## src/rtl/tl_pkg.sv

```systemverilog
package tl_pkg;
  typedef enum logic [1:0] {
    ST_SEARCH = 2'd0,
    ST_AVG    = 2'd1,
    ST_LOCK   = 2'd2
  } tl_state_e;
endpackage

```

## src/rtl/tl_word_classify.sv

```systemverilog
// Decodes one sampled word into training-control / training-data flags.
module tl_word_classify #(
  parameter int               W        = 16,
  parameter logic [W-5:0]     TC_TAG   = 'h0F0,
  parameter logic [W-1:0]     TD_WORD  = 'h5A5A
) (
  input  logic         ctl,
  input  logic [W-1:0] dat,
  output logic         is_tc,
  output logic         is_td
);
  localparam int NIB = W / 4;

  logic [3:0] fold;

  always_comb begin
    fold = '0;
    for (int i = 0; i < NIB; i++) begin
      fold = fold ^ dat[i*4 +: 4];
    end
  end

  assign is_tc = ctl && (dat[W-1:4] == TC_TAG) && (fold == 4'hF);
  assign is_td = !ctl && (dat == TD_WORD);
endmodule

```

## src/rtl/tl_pattern_match.sv

```systemverilog
// Tracks the control run and data run of one training pattern.
module tl_pattern_match #(
  parameter int REPS = 10
) (
  input  logic clk,
  input  logic rst_n,
  input  logic vld,
  input  logic is_tc,
  input  logic is_td,
  output logic pat_done
);
  localparam int              RW      = $clog2(REPS + 1);
  localparam logic [RW-1:0]   REPS_V  = RW'(REPS);
  localparam logic [RW-1:0]   LAST_V  = RW'(REPS - 1);

  logic [RW-1:0] ctl_q, ctl_n;
  logic [RW-1:0] dat_q, dat_n;
  logic          done_n;

  always_comb begin
    ctl_n  = ctl_q;
    dat_n  = dat_q;
    done_n = 1'b0;
    if (vld) begin
      if (is_tc) begin
        if (dat_q == '0) begin
          if (ctl_q != REPS_V) ctl_n = ctl_q + 1'b1;
        end else begin
          ctl_n = RW'(1);
          dat_n = '0;
        end
      end else if (is_td && (ctl_q == REPS_V)) begin
        if (dat_q == LAST_V) begin
          done_n = 1'b1;
          ctl_n  = '0;
          dat_n  = '0;
        end else begin
          dat_n = dat_q + 1'b1;
        end
      end else begin
        ctl_n = '0;
        dat_n = '0;
      end
    end
  end

  assign pat_done = done_n;

  always_ff @(posedge clk or negedge rst_n) begin
    if (!rst_n) begin
      ctl_q <= '0;
      dat_q <= '0;
    end else if (vld) begin
      ctl_q <= ctl_n;
      dat_q <= dat_n;
    end
  end
endmodule

```

## src/rtl/tl_phase_average.sv

```systemverilog
// Accumulates the sampled phase over 2**AVG_LOG2 good patterns and commits it.
module tl_phase_average
  import tl_pkg::*;
#(
  parameter int PW       = 6,
  parameter int AVG_LOG2 = 5
) (
  input  logic                clk,
  input  logic                rst_n,
  input  logic                pat_done,
  input  logic [PW-1:0]       phase_in,
  output logic [PW-1:0]       phase_out,
  output logic                phase_upd,
  output logic                cal_ready,
  output tl_state_e           state,
  output logic [AVG_LOG2-1:0] cnt
);
  localparam int                  SW       = PW + AVG_LOG2;
  localparam logic [AVG_LOG2-1:0] CNT_LAST = '1;

  tl_state_e           state_q, state_n;
  logic [AVG_LOG2-1:0] cnt_q, cnt_n;
  logic [SW-1:0]       sum_q, sum_n, sum_add;
  logic [PW-1:0]       phase_q, phase_n;
  logic                upd_q, upd_n;
  logic                cal_q, cal_n;

  assign sum_add = sum_q + SW'(phase_in);

  always_comb begin
    state_n = state_q;
    cnt_n   = cnt_q;
    sum_n   = sum_q;
    phase_n = phase_q;
    cal_n   = cal_q;
    upd_n   = 1'b0;
    if (pat_done) begin
      if (cnt_q == CNT_LAST) begin
        phase_n = sum_add[SW-1:AVG_LOG2];
        upd_n   = 1'b1;
        cal_n   = 1'b1;
        state_n = ST_LOCK;
        cnt_n   = '0;
        sum_n   = '0;
      end else begin
        cnt_n   = cnt_q + 1'b1;
        sum_n   = sum_add;
        state_n = ST_AVG;
      end
    end
  end

  always_ff @(posedge clk or negedge rst_n) begin
    if (!rst_n) begin
      state_q <= ST_SEARCH;
      cnt_q   <= '0;
      sum_q   <= '0;
      phase_q <= '0;
      cal_q   <= 1'b0;
    end else if (pat_done) begin
      state_q <= state_n;
      cnt_q   <= cnt_n;
      sum_q   <= sum_n;
      phase_q <= phase_n;
      cal_q   <= cal_n;
    end
  end

  always_ff @(posedge clk or negedge rst_n) begin
    if (!rst_n) upd_q <= 1'b0;
    else        upd_q <= upd_n;
  end

  assign phase_out = phase_q;
  assign phase_upd = upd_q;
  assign cal_ready = cal_q;
  assign state     = state_q;
  assign cnt       = cnt_q;
endmodule

```

## src/rtl/tl_lock_detect.sv

```systemverilog
// Training lock detector: pattern recognition plus averaged phase commit.
module tl_lock_detect
  import tl_pkg::*;
#(
  parameter int W        = 16,
  parameter int PAT_REPS = 10,
  parameter int AVG_LOG2 = 5,
  parameter int PW       = 6
) (
  input  logic                clk,
  input  logic                rst_n,
  input  logic                word_vld,
  input  logic                word_ctl,
  input  logic [W-1:0]        word_dat,
  input  logic [PW-1:0]       phase_in,
  output logic [PW-1:0]       phase_out,
  output logic                phase_upd,
  output logic                cal_ready,
  output logic [1:0]          lock_state,
  output logic [AVG_LOG2-1:0] good_cnt
);
  logic      is_tc, is_td, pat_done;
  tl_state_e st;

  tl_word_classify #(.W(W)) u_cls (
    .ctl   (word_ctl),
    .dat   (word_dat),
    .is_tc (is_tc),
    .is_td (is_td)
  );

  tl_pattern_match #(.REPS(PAT_REPS)) u_match (
    .clk      (clk),
    .rst_n    (rst_n),
    .vld      (word_vld),
    .is_tc    (is_tc),
    .is_td    (is_td),
    .pat_done (pat_done)
  );

  tl_phase_average #(.PW(PW), .AVG_LOG2(AVG_LOG2)) u_avg (
    .clk       (clk),
    .rst_n     (rst_n),
    .pat_done  (pat_done),
    .phase_in  (phase_in),
    .phase_out (phase_out),
    .phase_upd (phase_upd),
    .cal_ready (cal_ready),
    .state     (st),
    .cnt       (good_cnt)
  );

  assign lock_state = st;
endmodule

```

## config.mk

```make
export PLATFORM = sky130hd
export DESIGN_NAME = tl_lock_detect
export DESIGN_NICKNAME = d
export VERILOG_FILES = /design/src/rtl/tl_pkg.sv /design/src/rtl/tl_word_classify.sv /design/src/rtl/tl_pattern_match.sv /design/src/rtl/tl_phase_average.sv /design/src/rtl/tl_lock_detect.sv
export SDC_FILE = /design/constraint.sdc
export NUM_CORES = 1
export LEC_CHECK = 0
export BUFFER_PORTS_ARGS = -buffer_cell sky130_fd_sc_hd__buf_2
export CAP_MARGIN = 5
export CORE_MARGIN = 3
export CORE_UTILIZATION = 40
export CTS_BUF_LIST = sky130_fd_sc_hd__clkbuf_4
export CTS_CLUSTER_DIAMETER = 150
export DETAILED_ROUTE_END_ITERATION = 8
export PLACE_DENSITY_LB_ADDON = 0.05
export SLEW_MARGIN = 20
export SYNTH_ARGS = -nofsm -noshare
export SYNTH_HDL_FRONTEND = slang
export SYNTH_HIERARCHICAL = 1
export SYNTH_SLANG_ARGS = --single-unit
```

## constraint.sdc

```tcl
create_clock -name clk -period 3 [get_ports clk]
set_input_delay 0 -clock clk [delete_from_list [all_inputs] [get_ports clk]]
set_output_delay 0 -clock clk [all_outputs]
set_load 0.005 [all_outputs]
```

==> impl_metrics.json <==
{
  "outcome": "complete, no violations",
  "worst-endpoint-required_ps": 3270,
  "route.detailed.wl_per_inst_um": 13.5,
  "number_of_antenna_violations_at_the_first_check_in_global_routing": 0,
  "fin_setup_tns_ps": 0,
  "postCtsSetupBuffers": 0,
  "clkTransAtPathRegs_ps": 130,
  "antenna_cells": 0,
  "worst_r2r_startpoint": "u_match/ctl_q[0]",
  "timing_limited_maximum_frequency_ghz": 0.420,
  "synth_compound_gate_area_share_pct": 20.2,
  "critical-path-top-cell-by-count": "nor2_1",
  "arrival_time_worst_endpoint_ps": 2650,
  "synth_top_cell_area_share_pct": 39.2,
  "combinational_family_with_the_most_area_after_synthesis": "compound AO/OA/AOI/OAI gates",
  "worstHoldPathCells": 4,
  "worst_setup_path_start_kind": "register",
  "numPortBuffers": 40,
  "final-setup-viol-count": 0,
  "timing.hold.worst.class": "in2reg",
  "critical_path.slowest_cell": "or3_1",
  "min_period_over_period_pct": 79.4,
  "initial_core_util_pct": 41.9,
  "worstPathMaxFanout": 11,
  "post_synth_main_area_contributors": "dfrtp_1, ha_1, o21ai_0, xnor2_1, nand2_1",
  "fraction_of_final_layout_cells_with_drive_strength_greater_than_1_pct": 26.0,
  "critical_path.top_delay_family": "simple AND/OR/NAND/NOR gates",
  "i_o_pin_count": 41,
  "cts-root-buf": "clkbuf_4",
  "reg2reg_to": "u_avg/sum_q[7]",
  "firstDrtPassIters": 4,
  "clock_insertion_delay_worst_skew_ps": 340,
  "dpl.hpwl_um": 3350,
  "antenna_violating_nets_post_route": 0,
  "synth_to_final_area_change_pct": 18.7,
  "comb_power_share_pct": 9.6,
  "core_footprint_um2": 5170,
  "setup.worst_path.start": "u_match/ctl_q[0]",
  "post-synth-top-area-cell": "dfrtp_1",
  "layout_min_cycle_time_ps": 2380,
  "holdCritStartpoint": "phase_in[0]",
  "grt_pass1_wl_um": 7940,
  "max_cap_viol_count": 0,
  "vias": 1753,
  "routed_via_density": 5.17,
  "static-leakage-power_uw": 0.00122,
  "timing_worst_setup_path_type": "reg2reg",
  "num-fill-cells": 480,
  "std_cell_rows": 26,
  "multi_input_area_um2": 1220,
  "pwr-share-clk_pct": 43.9,
  "power_per_cell_area_nw_per_um2": 383,
  "post_cts_hold_buffer_count": 2,
  "cts_inserted_buffers": 5,
  "synth_simple_gate_area_share_pct": 18.9,
  "first_global_vias": 1796,
  "share_of_total_power_consumed_by_net_switching_pct": 22.6,
  "cts.sinks": 34,
  "total_detailed_routing_wirelength_um": 4590,
  "yosysMostFrequentCell": "dfrtp_1",
  "synth.yosys.seq_area_share_pct": 39.2,
  "cp.buffers_inverters": 2,
  "top_cells_by_instance_count_after_synthesis": "dfrtp_1, o21ai_0, nand2_1",
  "dieWidth_um": 79.6,
  "cts_tree": "built",
  "final-seq-area_um2": 851,
  "crit_chain": "inv_1 -> ha_1 -> nand3b_1 -> nor2_1 -> nand2_1 -> nor2_1 -> buf_4 -> nand2b_1 -> or3_1 -> o211ai_1",
  "synthesis.instances": 221,
  "netlist_area_um2": 2170,
  "hold_viol_final": 0,
  "synth_enable_flop_cells": 0,
  "peakVddDrop_mv": 0.287,
  "maxSlewHeadroom_pct": 49.2,
  "setup_repair_after_global_routing_missed_its_margin": "false",
  "layout.nets": 308,
  "synthesized_area_divided_by_synthesized_cell_count_um2": 9.82,
  "seqPwrFrac_pct": 46.5,
  "synth_cell_type_count": 53,
  "timing.hold.worst_endpoint": "u_avg/sum_q[0]",
  "synth_seq_cells": 34,
  "most_frequently_used_flop_master_after_synthesis": "dfrtp_1",
  "synth_fa_ha_area_share_pct": 8.42,
  "ff2ff_setup_slack_ps": 620,
  "ctsHtreeMaxLevel": 2,
  "post_cts.resized_instances": 0,
  "drt_drc_violations_left": 0,
  "worstMarginPinSlew_ps": 761,
  "post_dp_cell_area_um2": 2450,
  "power.switching_uw": 222,
  "internal_power_uw": 763,
  "peak_per_stage_delay_on_the_critical_path_ps": 440,
  "grt.overflow.total": 0,
  "die_h_um": 79.6,
  "rr_worst_depth": 10,
  "slew_violations": 0,
  "dieArea_um2": 6340,
  "syn-num-nets": 261,
  "fraction_of_synthesized_area_in_multiplexers_pct": 2.48,
  "maximum_number_of_pins_on_one_net_before_global_route_repair": 35,
  "finalWeightedCongestion": 0.781,
  "grt_util_all_layers_pct": 15.7,
  "place_inst": 329,
  "critical_path.endpoint_type": "register",
  "fin_skew_ps": 15.4,
  "synthXorXnorAreaFrac_pct": 6.06,
  "yosys_warnings": 6,
  "clockBufferDepth": 2,
  "drt_first_iter_violations": 70,
  "postSynth.asyncResetShare_pct": 100,
  "stdcell_count": 339,
  "layout.cell_area.non_filler_um2": 2580
}
power groups by stage:
stage               logic, uW  clock network, uW  registers [uW]
global placement         93.8                  0             467
floorplan                54.8                  0             467
CTS                      96.8                446             458
global route              106                468             458
finish                   95.0                432             458
detailed placement       94.0                  0             467
area by class of cell:
| class | instances | share of cell area (%) |
|---|---|---|
| Clock inverter | 3 | 2.67 |
| Tap cell | 70 | 3.40 |
| Sequential cell | 34 | 33.0 |
| Inverter | 17 | 2.48 |
| Timing Repair Buffer | 46 | 9.71 |
| Clock buffer | 5 | 1.46 |
| Multi-Input combinational cell | 164 | 47.3 |
worst max path at each step:
stage	to	slack, ps	cells past startpoint
after floorplan	u_avg/sum_q[9]	700	11
after global placement	u_avg/sum_q[9]	570	13
after detailed placement	u_avg/sum_q[10]	500	13
after CTS	u_avg/sum_q[7]	610	10
after global routing	u_avg/sum_q[7]	370	10
final	u_avg/sum_q[7]	620	10
kinds of logic (layout without fill, tap and decap cells):
logic type      count (synthesis)  after routing
simple gates                   69             69
fa+ha+maj                      14             14
flops                          34             34
mux                             5              5
xor+xnor                       15             15
compound gates                 61             61
buf+inv                        23             71
tightest hold or removal path: cells and delay by family:
kind,cells,cell delay [ps]
AND/OR/NAND/NOR,1,60
adder cells (fa/ha/maj),1,120
buffers and inverters,1,80
AO/OA/AOI/OAI,1,80
metal layers:
| metal | track usage [%] | vias up | share of wire (%) | wire [um] |
|---|---|---|---|---|
| li1 | - | 885 | - | - |
| met1 | 18.6 | 825 | 44 | 2030 |
| met2 | 28.5 | 37 | 52 | 2360 |
| met3 | 3.16 | 6 | 3.4 | 158 |
| met4 | 4.81 | 0 | 0.78 | 36 |
| met5 | 0 | - | 0 | 0 |
flip-flops by register name, indices dropped and copies added (netlist names):
register and cells:
u_match/ctl_q 4, u_avg/cal_ready 1, u_avg/state 2, u_avg/sum_q 11
u_avg/phase_upd 1, u_avg/phase_out 6, u_avg/cnt 5, u_match/dat_q 4
metrics by stage:
step	power [uW]	setup WS [ps]	hold slack, ps	util (%)
2_1_floorplan	522	697	-296	-
3_3_place_gp	561	567	126	47.4
3_5_place_dp	561	503	132	47.4
4_1_cts	1000	608	29.2	49.8
5_1_grt	1030	375	52.3	49.8
6_report	986	617	45.1	49.8
placed cells by master, fill, tap and decap left out, types with 3 or more instances in the layout:
| cell | synthesis | final |
|---|---|---|
| inv_1 | 17 | 17 |
| mux2_2 | 3 | 3 |
| nand2_1 | 20 | 20 |
| a22o_1 | 4 | 4 |
| nand3b_1 | 5 | 5 |
| clkbuf_4 | 0 | 5 |
| nand3_1 | 3 | 3 |
| nor3_1 | 3 | 3 |
| buf_2 | 0 | 40 |
| xnor2_1 | 14 | 14 |
| o211ai_1 | 3 | 3 |
| dfrtp_1 | 34 | 34 |
| nand2b_1 | 4 | 4 |
| o21ai_0 | 25 | 25 |
| nor2_1 | 14 | 14 |
| o21a_1 | 4 | 4 |
| buf_4 | 0 | 4 |
| ha_1 | 13 | 13 |
No activity file was read; power rests on OpenSTA's default activity.
